<file path="src/rtl/i2c_tgt_pkg.sv">
package i2c_tgt_pkg;

  typedef enum logic [2:0] {
    PH_IDLE,
    PH_RX,
    PH_ACK_OUT,
    PH_TX,
    PH_ACK_IN
  } phase_e;

  typedef enum logic [1:0] {
    K_CTRL,
    K_ADDR_HI,
    K_ADDR_LO,
    K_DATA
  } kind_e;

  // strobes from control to datapath, at most one shift source per cycle
  typedef struct packed {
    logic shiftIn;
    logic loadTx;
    logic shiftTx;
    logic writeReg;
    logic loadHi;
    logic loadPtr;
    logic bumpPtr;
  } dpCmd_t;

endpackage

</file>
<file path="src/rtl/i2c_tgt_front.sv">
module i2c_tgt_front #(
  parameter int DIV_W = 8
) (
  input  logic             clk,
  input  logic             rstN,
  input  logic [DIV_W-1:0] sampleDiv,
  input  logic             sclIn,
  input  logic             sdaIn,
  output logic             sclLvl,
  output logic             sdaLvl,
  output logic             sclRise,
  output logic             sclFall,
  output logic             startSeen,
  output logic             stopSeen
);

  logic [1:0]       sclSync, sdaSync;
  logic [DIV_W-1:0] tickCnt;
  logic             tick;
  logic [2:0]       sclWin, sdaWin;
  logic             sclF, sdaF, sclD, sdaD;

  function automatic logic vote3(input logic [2:0] w);
    return (w[0] & w[1]) | (w[1] & w[2]) | (w[0] & w[2]);
  endfunction

  assign tick = (tickCnt == '0);

  always_ff @(posedge clk or negedge rstN) begin
    if (!rstN) begin
      sclSync <= 2'b11;
      sdaSync <= 2'b11;
      tickCnt <= '0;
      sclWin  <= 3'b111;
      sdaWin  <= 3'b111;
      sclF    <= 1'b1;
      sdaF    <= 1'b1;
      sclD    <= 1'b1;
      sdaD    <= 1'b1;
    end else begin
      sclSync <= {sclSync[0], sclIn};
      sdaSync <= {sdaSync[0], sdaIn};
      tickCnt <= tick ? sampleDiv : tickCnt - DIV_W'(1);
      if (tick) begin
        sclWin <= {sclWin[1:0], sclSync[1]};
        sdaWin <= {sdaWin[1:0], sdaSync[1]};
      end
      sclF <= vote3(sclWin);
      sdaF <= vote3(sdaWin);
      sclD <= sclF;
      sdaD <= sdaF;
    end
  end

  assign sclLvl    = sclF;
  assign sdaLvl    = sdaF;
  assign sclRise   = sclF & ~sclD;
  assign sclFall   = ~sclF & sclD;
  assign startSeen = sclF & sclD & sdaD & ~sdaF;
  assign stopSeen  = sclF & sclD & ~sdaD & sdaF;

  // a filtered level only moves two cycles after a sample tick
  p_filter_tick_r9: assert property (@(posedge clk) disable iff (!rstN)
    (!$stable(sclF) || !$stable(sdaF)) |-> $past(tick, 2));

endmodule

</file>
<file path="src/rtl/i2c_tgt_dp.sv">
module i2c_tgt_dp
  import i2c_tgt_pkg::*;
#(
  parameter int REG_DEPTH = 16
) (
  input  logic       clk,
  input  logic       rstN,
  input  logic       addrTwoByte,
  input  logic       sdaLvl,
  input  dpCmd_t     cmd,
  output logic [7:0] rxByte,
  output logic       txMsb
);

  localparam int PTR_W = (REG_DEPTH > 1) ? $clog2(REG_DEPTH) : 1;

  logic [7:0]       regFile [REG_DEPTH];
  logic [7:0]       shReg;
  logic [7:0]       hiByte;
  logic [PTR_W-1:0] ptr;
  logic [15:0]      fullAddr;

  assign fullAddr = addrTwoByte ? {hiByte, shReg} : {8'h00, shReg};

  always_ff @(posedge clk or negedge rstN) begin
    if (!rstN) begin
      shReg  <= '0;
      hiByte <= '0;
      ptr    <= '0;
      for (int i = 0; i < REG_DEPTH; i++) regFile[i] <= '0;
    end else begin
      if (cmd.shiftIn)      shReg <= {shReg[6:0], sdaLvl};
      else if (cmd.loadTx)  shReg <= regFile[ptr];
      else if (cmd.shiftTx) shReg <= {shReg[6:0], 1'b0};

      if (cmd.writeReg) regFile[ptr] <= shReg;
      if (cmd.loadHi)   hiByte <= shReg;

      if (cmd.loadPtr)      ptr <= PTR_W'(fullAddr);
      else if (cmd.bumpPtr) ptr <= ptr + PTR_W'(1);
    end
  end

  assign rxByte = shReg;
  assign txMsb  = shReg[7];

  // the control never asks for two shift-register sources at once
  p_one_source_r8: assert property (@(posedge clk) disable iff (!rstN)
    $onehot0({cmd.shiftIn, cmd.loadTx, cmd.shiftTx}));

endmodule

</file>
<file path="src/rtl/i2c_tgt_ctrl.sv">
module i2c_tgt_ctrl
  import i2c_tgt_pkg::*;
#(
  parameter logic [6:0] DEV_ADDR = 7'h50
) (
  input  logic       clk,
  input  logic       rstN,
  input  logic       addrTwoByte,
  input  logic       sclRise,
  input  logic       sclFall,
  input  logic       startSeen,
  input  logic       stopSeen,
  input  logic       sdaLvl,
  input  logic [7:0] rxByte,
  input  logic       txMsb,
  output dpCmd_t     cmd,
  output logic       sdaPullLow
);

  phase_e     phase;
  kind_e      kind;
  logic [3:0] bitCnt;
  logic       ackDrive;
  logic       readDir;
  logic       ackSeen;
  logic       busEvent;

  assign busEvent = startSeen | stopSeen;

  function automatic kind_e nextKind(input kind_e k, input logic twoB);
    case (k)
      K_CTRL:    return twoB ? K_ADDR_HI : K_ADDR_LO;
      K_ADDR_HI: return K_ADDR_LO;
      default:   return K_DATA;
    endcase
  endfunction

  always_comb begin
    cmd = '0;
    if (!busEvent) begin
      case (phase)
        PH_RX: begin
          if (sclRise && bitCnt != 4'd8) cmd.shiftIn = 1'b1;
          else if (sclFall && bitCnt == 4'd8) begin
            case (kind)
              K_ADDR_HI: cmd.loadHi = 1'b1;
              K_ADDR_LO: cmd.loadPtr = 1'b1;
              K_DATA: begin
                cmd.writeReg = 1'b1;
                cmd.bumpPtr  = 1'b1;
              end
              default: ;
            endcase
          end
        end
        PH_ACK_OUT: if (sclFall && kind == K_CTRL && readDir) begin
          cmd.loadTx  = 1'b1;
          cmd.bumpPtr = 1'b1;
        end
        PH_TX: if (sclFall && bitCnt != 4'd7) cmd.shiftTx = 1'b1;
        PH_ACK_IN: if (sclFall && ackSeen) begin
          cmd.loadTx  = 1'b1;
          cmd.bumpPtr = 1'b1;
        end
        default: ;
      endcase
    end
  end

  always_ff @(posedge clk or negedge rstN) begin
    if (!rstN) begin
      phase    <= PH_IDLE;
      kind     <= K_CTRL;
      bitCnt   <= '0;
      ackDrive <= 1'b0;
      readDir  <= 1'b0;
      ackSeen  <= 1'b0;
    end else if (startSeen) begin
      phase    <= PH_RX;
      kind     <= K_CTRL;
      bitCnt   <= '0;
      ackDrive <= 1'b0;
    end else if (stopSeen) begin
      phase    <= PH_IDLE;
      bitCnt   <= '0;
      ackDrive <= 1'b0;
    end else begin
      case (phase)
        PH_RX: begin
          if (sclRise && bitCnt != 4'd8) bitCnt <= bitCnt + 4'd1;
          else if (sclFall && bitCnt == 4'd8) begin
            if (kind != K_CTRL) begin
              ackDrive <= 1'b1;
              phase    <= PH_ACK_OUT;
            end else if (rxByte[7:1] == DEV_ADDR) begin
              ackDrive <= 1'b1;
              readDir  <= rxByte[0];
              phase    <= PH_ACK_OUT;
            end else begin
              phase <= PH_IDLE;
            end
          end
        end
        PH_ACK_OUT: if (sclFall) begin
          ackDrive <= 1'b0;
          bitCnt   <= '0;
          phase    <= (kind == K_CTRL && readDir) ? PH_TX : PH_RX;
          kind     <= nextKind(kind, addrTwoByte);
        end
        PH_TX: if (sclFall) begin
          if (bitCnt == 4'd7) begin
            phase  <= PH_ACK_IN;
            bitCnt <= '0;
          end else begin
            bitCnt <= bitCnt + 4'd1;
          end
        end
        PH_ACK_IN: begin
          if (sclRise) ackSeen <= ~sdaLvl;
          if (sclFall) begin
            bitCnt <= '0;
            phase  <= ackSeen ? PH_TX : PH_IDLE;
          end
        end
        default: ;
      endcase
    end
  end

  assign sdaPullLow = (phase == PH_TX) ? ~txMsb : ackDrive;

  // a START always leaves the target waiting for a fresh control byte
  p_start_resync_r8: assert property (@(posedge clk) disable iff (!rstN)
    startSeen |=> (phase == PH_RX && kind == K_CTRL && bitCnt == 4'd0));

  // while idle (unmatched address, after NACK or STOP) SDA is released
  p_idle_quiet_r6: assert property (@(posedge clk) disable iff (!rstN)
    (phase == PH_IDLE) |-> !sdaPullLow);

  // an acknowledge is only started right after an SCL falling edge
  p_ack_after_fall_r2: assert property (@(posedge clk) disable iff (!rstN)
    $rose(ackDrive) |-> $past(sclFall));

  // a controller NACK ends transmission and releases the line
  p_nack_release_r5: assert property (@(posedge clk) disable iff (!rstN)
    (phase == PH_ACK_IN && sclFall && !ackSeen && !busEvent)
      |=> (phase == PH_IDLE && !sdaPullLow));

endmodule

</file>
<file path="src/rtl/i2c_reg_target.sv">
module i2c_reg_target
  import i2c_tgt_pkg::*;
#(
  parameter logic [6:0] DEV_ADDR  = 7'h50,
  parameter int         REG_DEPTH = 16,
  parameter int         DIV_W     = 8
) (
  input  logic             clk,
  input  logic             rstN,
  input  logic             addrTwoByte,
  input  logic [DIV_W-1:0] sampleDiv,
  input  logic             sclIn,
  input  logic             sdaIn,
  output logic             sdaPullLow
);

  logic       sclLvl, sdaLvl, sclRise, sclFall, startSeen, stopSeen;
  logic [7:0] rxByte;
  logic       txMsb;
  dpCmd_t     cmd;

  i2c_tgt_front #(.DIV_W(DIV_W)) front_i (
    .clk       (clk),
    .rstN      (rstN),
    .sampleDiv (sampleDiv),
    .sclIn     (sclIn),
    .sdaIn     (sdaIn),
    .sclLvl    (sclLvl),
    .sdaLvl    (sdaLvl),
    .sclRise   (sclRise),
    .sclFall   (sclFall),
    .startSeen (startSeen),
    .stopSeen  (stopSeen)
  );

  i2c_tgt_ctrl #(.DEV_ADDR(DEV_ADDR)) ctrl_i (
    .clk         (clk),
    .rstN        (rstN),
    .addrTwoByte (addrTwoByte),
    .sclRise     (sclRise),
    .sclFall     (sclFall),
    .startSeen   (startSeen),
    .stopSeen    (stopSeen),
    .sdaLvl      (sdaLvl),
    .rxByte      (rxByte),
    .txMsb       (txMsb),
    .cmd         (cmd),
    .sdaPullLow  (sdaPullLow)
  );

  i2c_tgt_dp #(.REG_DEPTH(REG_DEPTH)) dp_i (
    .clk         (clk),
    .rstN        (rstN),
    .addrTwoByte (addrTwoByte),
    .sdaLvl      (sdaLvl),
    .cmd         (cmd),
    .rxByte      (rxByte),
    .txMsb       (txMsb)
  );

  // apart from bus conditions, SDA drive moves only while filtered SCL is low
  p_sda_moves_scl_low_r7: assert property (@(posedge clk) disable iff (!rstN)
    (!$stable(sdaPullLow) && !$past(startSeen || stopSeen)) |-> !$past(sclLvl));

endmodule

</file>
<file path="config.mk">
export PLATFORM = sky130hd
export DESIGN_NAME = i2c_reg_target
export DESIGN_NICKNAME = d
export VERILOG_FILES = /design/src/rtl/i2c_tgt_pkg.sv /design/src/rtl/i2c_tgt_front.sv /design/src/rtl/i2c_tgt_dp.sv /design/src/rtl/i2c_tgt_ctrl.sv /design/src/rtl/i2c_reg_target.sv
export SDC_FILE = /design/constraint.sdc
export NUM_CORES = 1
export LEC_CHECK = 0
export BUFFER_PORTS_ARGS = -buffer_cell sky130_fd_sc_hd__buf_4
export CORE_MARGIN = 10
export CORE_UTILIZATION = 34
export CTS_CLUSTER_DIAMETER = 100
export DETAILED_ROUTE_END_ITERATION = 6
export GPL_ROUTABILITY_DRIVEN = 0
export PLACE_DENSITY = 0.47
export SLEW_MARGIN = 20
export SYNTH_ARGS = -nofsm -noshare
export SYNTH_HDL_FRONTEND = slang
export SYNTH_HIERARCHICAL = 1
export SYNTH_SLANG_ARGS = --single-unit
</file>
<file path="constraint.sdc">
create_clock -name clk -period 6.6 [get_ports clk]
set_clock_uncertainty 0.1 [all_clocks]
set_input_delay 0.66 -clock clk [delete_from_list [all_inputs] [get_ports clk]]
set_output_delay 0.66 -clock clk [all_outputs]
set_load 0.02 [all_outputs]
</file>
Word level (Yosys, flattened, before mapping). Cells that the tools add are included. W data, S select, Z words.

Bitwise gates (word level): 28. $lt $le $gt $ge: 2. Reductions and logical operators: 25. Add/subtract/negate cells: 3. Equal/unequal tests: 22. Multiplexer cells: 62.

Operators by type and width (number): $bwmux W128 (1); $mux W8 (7); $mux W4 (10); $bmux W8 S4 (1); $demux W8 S4 (1); $mux W3 (10); $ne A4 B1 Y1 const B (7); $mux W1 (17); $mux W2 (8); $reduce_and A7 Y1 (2); $and A1 B1 Y1 (13); $pmux W3 S4 (1); $pmux W4 S3 (1); $not A1 Y1 (9); $add A4 B1 Y4 const B (2); $logic_and A1 B1 Y1 (8); $logic_not A8 Y1 (1); $reduce_and A4 Y1 (2); $reduce_bool A2 Y1 (4); $sub A8 B1 Y8 const B (1); $eq A7 B7 Y1 const B (1); $mux W7 (1); $eq A3 B2 Y1 const B (2); $reduce_bool A6 Y1 (1); 25 further kinds (31).

Output and inout port bits: 1. Logic and storage cells: 175. Register bits after elaboration: 174.

Depth between registers and ports, before layout.
Word-level depth: 10. Depth in mapped cells: 10. Gate-level depth less buffers: 9.

By module. The synthesis kept the hierarchy.

Modules (own cells, without submodules): i2c_tgt_dp (instances 1, cells each 438, area an instance 6451.2 sq um, seq. area each 3503.4 sq um); i2c_tgt_front (instances 1, cells each 69, area an instance 920.9 sq um, seq. area each 568.0 sq um); i2c_tgt_ctrl (instances 1, cells each 99, area an instance 919.6 sq um, seq. area each 300.3 sq um).

Worst setup path before layout. OpenSTA, ideal clock, no wires.

Path kind: flip-flop to flip-flop. Start: reg front_i.sdaF, in the netlist front_i/sdaLvl. End: reg dp_i/regFile[32] (netlist name). Arrival: 2671 ps. Library setup time: 125 ps. Slack: 3704 ps. Stages on the path, launching flop included: 9. Clock period less this slack: 2896 ps. Cells stage by stage: dfstp_2 -> nor3b_1 -> or4b_4 -> nor3_4 -> and3_1 -> clkbuf_1 -> clkbuf_1 -> nand3_1 -> mux2_2.

RTL lines: start: declaration (RTL line i2c_tgt_front.sv:21) `logic sclF, sdaF, sclD, sdaD;`; start signal: assignment (RTL line i2c_tgt_front.sv:49) `sdaF <= vote3(sdaWin);`; end signal: indexed assignment (RTL line i2c_tgt_dp.sv:36) `if (cmd.writeReg) regFile[ptr] <= shReg;`; end: declaration (RTL line i2c_tgt_dp.sv:17) `logic [7:0] regFile [REG_DEPTH];`.

==> flow_metrics.py <==
metrics = {
    "sta": {
        "hold_violations": 0,
        "tightest_slew_ns": 1.040,
        "period_needed_ns": 3.444,
        "fin_ws_ns": 3.156,
        "setup_violations": 0,
        "rsz0062_at_grt": "false",
        "whs_ns": 0.2440,
        "relSlewSlack_pct": 30.65,
        "period_share_pct": 52.18,
        "fmax_mhz": 290.4,
        "final_max_slew_viol_count": 0,
        "finalSetupTns_ns": 0,
    },
    "die": {
        "die_height_um": 176.1,
        "ios": 14,
        "initial_core_util_pct": 34.27,
        "num_rows": 57,
        "core_um2": 24180,
        "die_area_um2": 31010,
        "dieWidth_um": 176.1,
    },
    "clock_network": {
        "cts_tree": "done",
        "cts_buffers": 17,
        "cts_resized": 0,
        "numClockSinks": 174,
        "clk_pin_slew_ns": 0.07,
        "htree_levels": 4,
        "clockRootBuffer": "clkbuf_16",
        "worstSkewPairLatency_ns": 0.42,
        "cts_setup_buffers": 0,
        "hold_buffers": 0,
        "cts_buffer_depth": 2,
    },
    "critical_path": {
        "worst-path-max-fanout": 17,
        "r2r-start": "front_i/sclD",
        "worstSetupStartpointType": "flip-flop",
        "crit_arrival_ns": 3.65,
        "cp-end-kind": "flip-flop",
        "cp.required_ns": 6.81,
        "critPathLaunch": "front_i/sclD",
        "worstSetupPathType": "flip-flop to flip-flop",
    },
    "layout": {
        "area_growth_pct": 10.69,
        "final_area_um2": 9171,
        "multi_input_area_um2": 3660,
        "regArea_um2": 4377,
        "final_cell_mix": "dfrtp_1 (158), mux2_2 (147), mux4_2 (29)",
        "diodes": 0,
        "final_common_cell": "dfrtp_1",
        "nNetsFinal": 617,
        "final_layout_size_suffix_gt1_share_pct": 40.00,
        "fill_cells": 2296,
    },
    "logic_synthesis": {
        "yosysWarnings": 6,
        "avgSynthCellArea_um2": 13.69,
        "synthCells": 605,
        "synth_nets": 625,
        "netlist_area_um2": 8285,
    },
    "global_routing": {
        "track_usage_pct": 13.08,
        "grt_pass1_wl_mm": 31.31,
        "grt_remaining_overflow": 0,
        "grt_pass1_vias": 5302,
        "grt_max_degree": 105,
        "antenna_found_initial": 0,
    },
    "min_path": {
        "worstHoldPathType": "primary input to flip-flop",
        "hold_path.startpoint": "sdaIn",
    },
    "placed_design": {
        "io_buffer_count": 13,
        "place_area_um2": 8589,
        "pre_cts_ws_ns": 3.183,
        "dp_hpwl_mm": 12.63,
    },
    "job": {
        "maxCapViolCount": 0,
    },
    "route": {
        "totalWireLength_mm": 19.45,
        "drtIter0Drc": 404,
        "drt-pass1-iter-count": 4,
        "detail-route-antenna-nets": 0,
        "via_count": 4969,
        "routedWlPerCell_um": 20.82,
        "route.detailed.drc": 0,
        "viasPerCell": 5.320,
    },
    "power_and_ir_drop": {
        "power_density_nw_per_um2": 225.6,
        "p_leak_nw": 4.162,
        "power_mw": 2.069,
        "peakVddDrop_v": 0.0001629,
    },
    "run_status": {
        "status": "finished clean",
    },
}
## state kept, by name, indices dropped and copies added, names as in the netlist, 2 cells and up
signal           count
dp_i/regFile       128
dp_i/rxByte          8
front_i/tickCnt      8
ctrl_i/bitCnt        4
dp_i/ptr             4
ctrl_i/phase         3
front_i/sclWin       3
front_i/sdaWin       3
ctrl_i/kind          2
front_i/sclSync      2
front_i/sdaSync      2
## worst max-delay path: stages, from the launching register on
cell      delay, ns
dfstp_2        0.53
nor2b_1        0.50
nand4b_1       0.27
nor3_4         0.23
and3_1         0.59
nand3_1        0.62
mux2_2         0.47
## power by group
group | internal [mW] | switching (mW) | leakage (nW) | total [mW]
Clock | 0.557 | 0.413 | 0.268 | 0.971
Combinational | 0.00572 | 0.0225 | 1.54 | 0.0282
Sequential | 1.07 | 0.000751 | 2.35 | 1.07
## cell type report
| type | instances | share of cell area [%] |
|---|---|---|
| Sequential cell | 174 | 47.72 |
| Multi-Input combinational cell | 379 | 39.90 |
| Clock buffer | 25 | 5.757 |
| Tap cell | 324 | 4.420 |
| Timing Repair Buffer | 14 | 1.187 |
| Clock inverter | 7 | 0.5593 |
| Inverter | 11 | 0.4502 |
## stage by stage
step,utilization [%],instances
finish,37.93,934
global route,37.93,934
CTS,37.92,934
detailed placement,35.53,902
global placement,35.53,902
floorplan,-,605
## path summary, 6_finish.rpt
path                            slack (ns)                  to  cells after the start
worst min-delay path                  0.24  front_i/sdaSync[0]                      1
worst max register to register        3.16    dp_i/regFile[45]                      6
min in group asynchronous             0.27  front_i/tickCnt[5]                      1
max in group asynchronous             4.66    dp_i/regFile[64]                      2
worst max-delay path                  3.16    dp_i/regFile[45]                      6
worst min register to register        0.26  front_i/sclSync[1]                      0
## routing by layer
metal  vias to the layer above  global-route usage (%)  share of wire [%]
li1                       2230                       -                  -
met1                      2660                   17.48                 47
met2                        66                   20.97                 49
met3                        13                   2.905                3.3
met4                         0                   3.532               0.94
met5                         -                       0                  0
Note: power is estimated with default switching activity, not from simulation.
